## src/rtl/pfx_pkg.sv

```systemverilog
package pfx_pkg;

  typedef enum logic [2:0] {
    KIND_NONE = 3'd0,
    KIND_L3   = 3'd1,
    KIND_L2   = 3'd2,
    KIND_W4   = 3'd3,
    KIND_A3   = 3'd4,
    KIND_A2   = 3'd5
  } kind_e;

  typedef enum logic [2:0] {
    LEG_NONE  = 3'd0,
    LEG_OTHER = 3'd1,
    LEG_C4    = 3'd2,
    LEG_C5    = 3'd3,
    LEG_62    = 3'd4,
    LEG_D4    = 3'd5,
    LEG_D5    = 3'd6
  } leg_e;

  typedef enum logic [2:0] {
    LD_NONE = 3'd0,
    LD_C4   = 3'd1,
    LD_C5   = 3'd2,
    LD_62   = 3'd3,
    LD_D4   = 3'd4,
    LD_D5   = 3'd5
  } lead_e;

  typedef struct packed {
    logic       need_more;
    logic       detected;
    kind_e      kind;
    logic [2:0] len;
    leg_e       legacy;
    logic       vendor;
    logic       invalid;
  } cls_t;

  localparam int CLS_W = $bits(cls_t);

  function automatic logic [2:0] kind_len(kind_e k);
    case (k)
      KIND_L3, KIND_A3: kind_len = 3'd3;
      KIND_L2, KIND_A2: kind_len = 3'd2;
      KIND_W4:          kind_len = 3'd4;
      default:          kind_len = 3'd0;
    endcase
  endfunction

endpackage

```

## src/rtl/pfx_lead_decode.sv

```systemverilog
module pfx_lead_decode
  import pfx_pkg::*;
(
  input  logic [7:0] lead,
  output lead_e      lead_cls,
  output leg_e       lead_leg,
  output kind_e      lead_kind
);

  always_comb begin
    lead_cls  = LD_NONE;
    lead_leg  = LEG_OTHER;
    lead_kind = KIND_NONE;
    case (lead)
      8'hC4: begin lead_cls = LD_C4; lead_leg = LEG_C4; lead_kind = KIND_L3; end
      8'hC5: begin lead_cls = LD_C5; lead_leg = LEG_C5; lead_kind = KIND_L2; end
      8'h62: begin lead_cls = LD_62; lead_leg = LEG_62; lead_kind = KIND_W4; end
      8'hD4: begin lead_cls = LD_D4; lead_leg = LEG_D4; lead_kind = KIND_A3; end
      8'hD5: begin lead_cls = LD_D5; lead_leg = LEG_D5; lead_kind = KIND_A2; end
      default: ;
    endcase
  end

endmodule

```

## src/rtl/pfx_class.sv

```systemverilog
module pfx_class
  import pfx_pkg::*;
#(
  parameter int WIN           = 4,
  parameter bit ALT_LONG_ONLY = 1'b0,
  parameter int VENDOR_BIT    = 7,
  localparam int PAY_W        = (WIN - 1) * 8
) (
  input  logic [WIN*8-1:0] bytes_i,
  input  logic [WIN-1:0]   vld_i,
  input  logic             long_mode,
  input  logic             alt_en,
  output cls_t             res,
  output logic [PAY_W-1:0] payload
);

  localparam logic [7:0] VMASK = 8'(1 << VENDOR_BIT);

  logic [7:0] b1, b3;
  lead_e      lcls;
  leg_e       lleg;
  kind_e      lkind;
  logic       top_set, alt_ok32;
  logic       want_pfx, need, missing;
  leg_e       leg;
  logic [2:0] plen;

  assign b1 = bytes_i[15:8];
  assign b3 = bytes_i[31:24];
  assign top_set  = (b1[7:6] == 2'b11);
  assign alt_ok32 = alt_en && !ALT_LONG_ONLY;

  pfx_lead_decode u_lead (
    .lead      (bytes_i[7:0]),
    .lead_cls  (lcls),
    .lead_leg  (lleg),
    .lead_kind (lkind)
  );

  always_comb begin
    want_pfx = 1'b0;
    need     = 1'b0;
    leg      = LEG_NONE;
    case (lcls)
      LD_C4, LD_C5, LD_62: begin
        if (long_mode)       want_pfx = 1'b1;
        else if (!vld_i[1])  need     = 1'b1;
        else if (top_set)    want_pfx = 1'b1;
        else                 leg      = lleg;
      end
      LD_D4, LD_D5: begin
        if (long_mode)       want_pfx = 1'b1;
        else if (!alt_ok32)  leg      = lleg;
        else if (!vld_i[1])  need     = 1'b1;
        else if (top_set)    want_pfx = 1'b1;
        else                 leg      = lleg;
      end
      default: leg = LEG_OTHER;
    endcase
    if (!vld_i[0]) begin
      want_pfx = 1'b0;
      need     = 1'b1;
      leg      = LEG_NONE;
    end
  end

  always_comb begin
    missing = 1'b0;
    for (int i = 1; i < WIN; i++) begin
      if (want_pfx && (i < int'(kind_len(lkind))) && !vld_i[i]) missing = 1'b1;
    end
  end

  always_comb begin
    res = '0;
    res.need_more = need || missing;
    res.legacy    = leg;
    if (want_pfx && !missing) begin
      res.detected = 1'b1;
      res.kind     = lkind;
      res.len      = kind_len(lkind);
      if (lcls == LD_62) begin
        res.vendor  = |(b3 & VMASK);
        res.invalid = |(b3 & ~VMASK);
      end
    end
  end

  assign plen = res.len;

  for (genvar k = 0; k < WIN - 1; k++) begin : g_pay
    assign payload[8*k +: 8] = ((k + 1) < int'(plen)) ? bytes_i[8*(k+1) +: 8] : 8'h00;
  end

endmodule

```

## src/rtl/pfx_out_stage.sv

```systemverilog
module pfx_out_stage #(
  parameter int W = 8
) (
  input  logic         clk,
  input  logic         rst_n,
  input  logic         s_valid,
  output logic         s_ready,
  input  logic [W-1:0] s_data,
  output logic         m_valid,
  input  logic         m_ready,
  output logic [W-1:0] m_data
);

  assign s_ready = !m_valid || m_ready;

  always_ff @(posedge clk) begin
    if (!rst_n) begin
      m_valid <= 1'b0;
      m_data  <= '0;
    end else if (s_ready) begin
      m_valid <= s_valid;
      if (s_valid) m_data <= s_data;
    end
  end

endmodule

```

## src/rtl/pfx_classifier.sv

```systemverilog
module pfx_classifier
  import pfx_pkg::*;
#(
  parameter int WIN           = 4,
  parameter bit ALT_LONG_ONLY = 1'b0,
  parameter int VENDOR_BIT    = 7,
  localparam int PAY_W        = (WIN - 1) * 8,
  localparam int ST_W         = CLS_W + PAY_W
) (
  input  logic             clk,
  input  logic             rst_n,
  input  logic             in_valid,
  output logic             in_ready,
  input  logic [WIN*8-1:0] in_bytes,
  input  logic [WIN-1:0]   in_byte_vld,
  input  logic             long_mode,
  input  logic             alt_en,
  output logic             out_valid,
  input  logic             out_ready,
  output logic             out_need_more,
  output logic             out_detected,
  output logic [2:0]       out_kind,
  output logic [2:0]       out_len,
  output logic [PAY_W-1:0] out_payload,
  output logic             out_vendor,
  output logic             out_invalid,
  output logic [2:0]       out_legacy
);

  cls_t             c_res, q_res;
  logic [PAY_W-1:0] c_pay, q_pay;
  logic [ST_W-1:0]  q_bus;

  pfx_class #(
    .WIN           (WIN),
    .ALT_LONG_ONLY (ALT_LONG_ONLY),
    .VENDOR_BIT    (VENDOR_BIT)
  ) u_class (
    .bytes_i   (in_bytes),
    .vld_i     (in_byte_vld),
    .long_mode (long_mode),
    .alt_en    (alt_en),
    .res       (c_res),
    .payload   (c_pay)
  );

  pfx_out_stage #(.W(ST_W)) u_stage (
    .clk     (clk),
    .rst_n   (rst_n),
    .s_valid (in_valid),
    .s_ready (in_ready),
    .s_data  ({c_res, c_pay}),
    .m_valid (out_valid),
    .m_ready (out_ready),
    .m_data  (q_bus)
  );

  assign {q_res, q_pay} = q_bus;

  assign out_need_more = q_res.need_more;
  assign out_detected  = q_res.detected;
  assign out_kind      = q_res.kind;
  assign out_len       = q_res.len;
  assign out_legacy    = q_res.legacy;
  assign out_vendor    = q_res.vendor;
  assign out_invalid   = q_res.invalid;
  assign out_payload   = q_pay;

endmodule

```

## config.mk

```make
export PLATFORM = sky130hd
export DESIGN_NAME = pfx_classifier
export DESIGN_NICKNAME = d
export VERILOG_FILES = /design/src/rtl/pfx_pkg.sv /design/src/rtl/pfx_lead_decode.sv /design/src/rtl/pfx_class.sv /design/src/rtl/pfx_out_stage.sv /design/src/rtl/pfx_classifier.sv
export SDC_FILE = /design/constraint.sdc
export NUM_CORES = 1
export LEC_CHECK = 0
export BUFFER_PORTS_ARGS = -buffer_cell sky130_fd_sc_hd__buf_2
export CORE_ASPECT_RATIO = 1.2
export CORE_MARGIN = 3
export CORE_UTILIZATION = 45
export CTS_CLUSTER_DIAMETER = 50
export DETAILED_ROUTE_END_ITERATION = 16
export MAX_ROUTING_LAYER = met4
export PLACE_DENSITY = 0.85
export SLEW_MARGIN = 20
export SYNTH_ARGS = -nofsm -noshare
export SYNTH_HDL_FRONTEND = slang
export SYNTH_HIERARCHICAL = 1
export SYNTH_SLANG_ARGS = --single-unit
```

## constraint.sdc

```tcl
create_clock -name clk -period 9.2 [get_ports clk]
set_clock_uncertainty 0.2 [all_clocks]
set_input_delay 0.92 -clock clk [delete_from_list [all_inputs] [get_ports clk]]
set_output_delay 0.92 -clock clk [all_outputs]
set_load 0.02 [all_outputs]
```

==> key figures <==
Pwr
  • Comb pwr share: 11.0%
  • Internal: 0.2409 mW
  • Total net switching power: 0.07644 mW
  • Switching share of total power: 24.09%
  • Clock power frac: 36.7%
  • Sequential share of power: 52.3%
  • Leakage power: 1.185 nW
  • Pwr dens: 120.2 mW/mm^2
  • Peak supply drop: roughly 0.000043 V

Timing
  • Period utilisation layout: 47.15%
  • RSZ-0062 raised after global routing: no
  • Worst slew pin tran: 1.028 ns
  • Max_slew headroom: 30.76%
  • Slew Limit Fails: 0
  • Worst hold slack: 0.2545 ns
  • Setup violators final: 0
  • Max Clock Freq: 230.6 MHz
  • Period minus WS final: 4.337 ns
  • Hold Fails Final Rpt: 0
  • Setup TNS: 0 ns

Setup path
  • Crit-path slowest cell: o21ai_0
  • Worst stage delay on the critical path: 0.86 ns
  • Critical Path Fanout Max: 20
  • Reg2reg path depth: 3
  • Crit. path cell count: 10
  • Crit path required time: 9.20 ns
  • Path type of the worst setup path: input pin to register
  • Top delay family on crit path: compound AO/OA/AOI/OAI gates
  • Crit path DAT: 4.34 ns
  • Buf/Inv on CP: 1
  • Critical path launch point type: input pin
  • Worst path most repeated cell: nand3b_1
  • CP Capture Type: register
  • CP Cell Sequence: buf_2 > nor4bb_1 > nand3b_1 > o21ai_0 > nor3_1 > nand3b_1 > a211oi_2 > and4_1 > nand2_1 > mux2i_1

Placement
  • Hpwl dp: 3.656 mm
  • # port buffers: 80
  • Post-DP Area: 0.002546 sq mm
  • GPL Wtd Cong: 0.8324

Clock network
  • Clk slew on worst S/H paths: approximately 0.070 ns
  • CTS sink count: 38
  • CTS max path bufs: 2
  • CTS root buf: clkbuf_8
  • Setup Buffers After CTS: 0
  • Hold_buf cts: 0
  • Insertion delay of the later-clocked pin in the worst-skew pair: 0.28 ns
  • # H-tree levels: 2
  • CTS tree: built
  • Num CTS Buffers: 5
  • Post-cts repair resize count: 0

Yosys
  • Async SR Flop Fraction: 0%
  • Synth area leaders: dfxtp_1 (34%), mux2i_1 (17%), nand2_1 (13%)
  • Dominant cell type by area after synthesis: dfxtp_1
  • #FFs+latches synth: 38
  • Top cell type's share of synthesized area: 34.04%
  • Synth Flop Type: dfxtp_1
  • Top post-synthesis cells by count: nand2_1 (78), dfxtp_1 (38), mux2i_1 (37), and4_1 (16), and2_1 (11)
  • Netlist cell types: 44
  • Mean Syn Cell Area: 8.497 sq um
  • EDFF count, synth: 0
  • Top-count cell post-synth: nand2_1
  • Post-synthesis sequential area ratio: 34.04%
  • Synthesized cell area: about 0.0022 sq mm
  • Synthesized net count: around 310
  • Warnings from Yosys: 6
  • Synth Instances: about 260

Floorplan
  • # IOs: 81
  • Die Ht: 83.20 um
  • DIE AREA: 0.005851 sq mm
  • Std cell rows: 27
  • Core Footprint: 0.004696 sq mm
  • Initial Utilization: about 48%
  • Die extent in x: roughly 70 um

Detailed routing
  • Post-Route WL: 5.012 mm
  • WL/cell: 12.92 um
  • Antenna viol nets, final: 0
  • Initial DRC count: 97
  • Routed wl met3: 347 um
  • DRC Markers: 0
  • Uppermost routed layer: met4
  • Vias: 2,073
  • Drt first pass iters: 4
  • Metal2 WL: around 2.5 mm
  • Wl on met1: 2.081 mm
  • Via/cell ratio: 5.343

Cells and area
  • Diode count: 0
  • Final instance area: 0.002640 sq mm
  • Filler instances: 461
  • Share of cells above drive strength 1: 28.79%
  • Area delta synth->final: 18.14%
  • Nets: 371

Global routing
  • Total GRT Usage: 18.29%
  • Remaining Overflow, GRT: 0
  • Vias in the first global route: 1,996
  • First-pass GRT wire length: 8.625 mm
  • Largest net degree at the start of global routing: 76
  • Initial antenna violation count: 0

Flow run
  • Max cap viols: 0

Worst hold path
  • Hold Path Depth: 2
  • HP Class: register to register

Run status
  • Status: finished clean
-- placed cells by master (no fill, tap or decap), drive strengths merged, types with 3 or more instances in the layout --
cell type,instances
and4,16
nand3b,3
nor2b,6
nand2b,5
nor4,4
nor3,3
and2,12
clkbuf,7
dfxtp,38
o21ai,3
a21oi,4
mux2i,37
inv,5
nand2,78
buf,81
-- metal layers --
layer | up-vias | track usage, %
li1 | 1034 | -
met1 | 938 | 20.52
met2 | 89 | 30.92
met3 | 12 | 3.874
met4 | 0 | 8.014
met5 | - | -
-- metrics by stage --
step / std cells / power [mW] / util, % / setup slack, ns
global route: 388 / 0.3322 / 56.22 / 4.462
CTS: 388 / 0.3218 / 56.17 / 4.910
floorplan: 263 / 0.1957 / - / 5.630
global placement: 380 / 0.2040 / 54.22 / 4.834
detailed placement: 380 / 0.2046 / 54.22 / 4.610
finish: 388 / 0.3173 / 56.22 / 4.863
-- final cells by class --
class	count	area, sq um	area share (%)
multi-input cells	198	1286	48.72
flip-flops and latches	38	760.7	28.82
repair buffers	81	410.4	15.55
clock buffers	7	86.33	3.270
well taps	58	72.57	2.749
inverters	5	18.77	0.7109
clock inverters	1	5.005	0.1896
-- power groups by stage --
stage	sequential, mW	combinational [mW]	clock (mW)
finish	0.166	0.0350	0.116
global route	0.166	0.0385	0.128
CTS	0.166	0.0351	0.121
detailed placement	0.170	0.0350	0
global placement	0.170	0.0344	0
floorplan	0.171	0.0250	0
-- kinds of logic (layout without fill, tap and decap cells) --
| logic type | count (synthesis) | count (layout) | share of synthesized area [%] |
|---|---|---|---|
| buffers and inverters | 27 | 94 | 8.399 |
| AND/OR/NAND/NOR | 141 | 141 | 33.76 |
| XOR/XNOR | 2 | 2 | 0.7840 |
| flip-flops | 38 | 38 | 34.04 |
| AO/OA/AOI/OAI | 18 | 18 | 6.440 |
| multiplexers | 37 | 37 | 16.57 |
-- path summary, 6_finish.rpt --
check | end | slack, ns | startpoint
max reg2reg | u_stage/m_data[26]$_SDFFE_PN0P_ | 7.64 | u_stage/m_valid$_SDFFE_PN0P_
min reg2reg | u_stage/m_data[12]$_SDFFE_PN0P_ | 0.25 | u_stage/m_data[12]$_SDFFE_PN0P_
max | u_stage/m_data[0]$_SDFFE_PN0P_ | 4.86 | in_bytes[5]
min | u_stage/m_data[12]$_SDFFE_PN0P_ | 0.25 | u_stage/m_data[12]$_SDFFE_PN0P_
-- tightest hold or removal path, cell delays in order (launching register included) --
cell     delay (ns)
dfxtp_1        0.31
nand2_1        0.05
mux2i_1        0.05
-- state kept, by name (all words and copies together) (netlist names) --
| signal | flops |
|---|---|
| u_stage/m_valid | 1 |
| u_stage/m_data | 37 |
No activity file was read; power rests on OpenSTA's default activity.
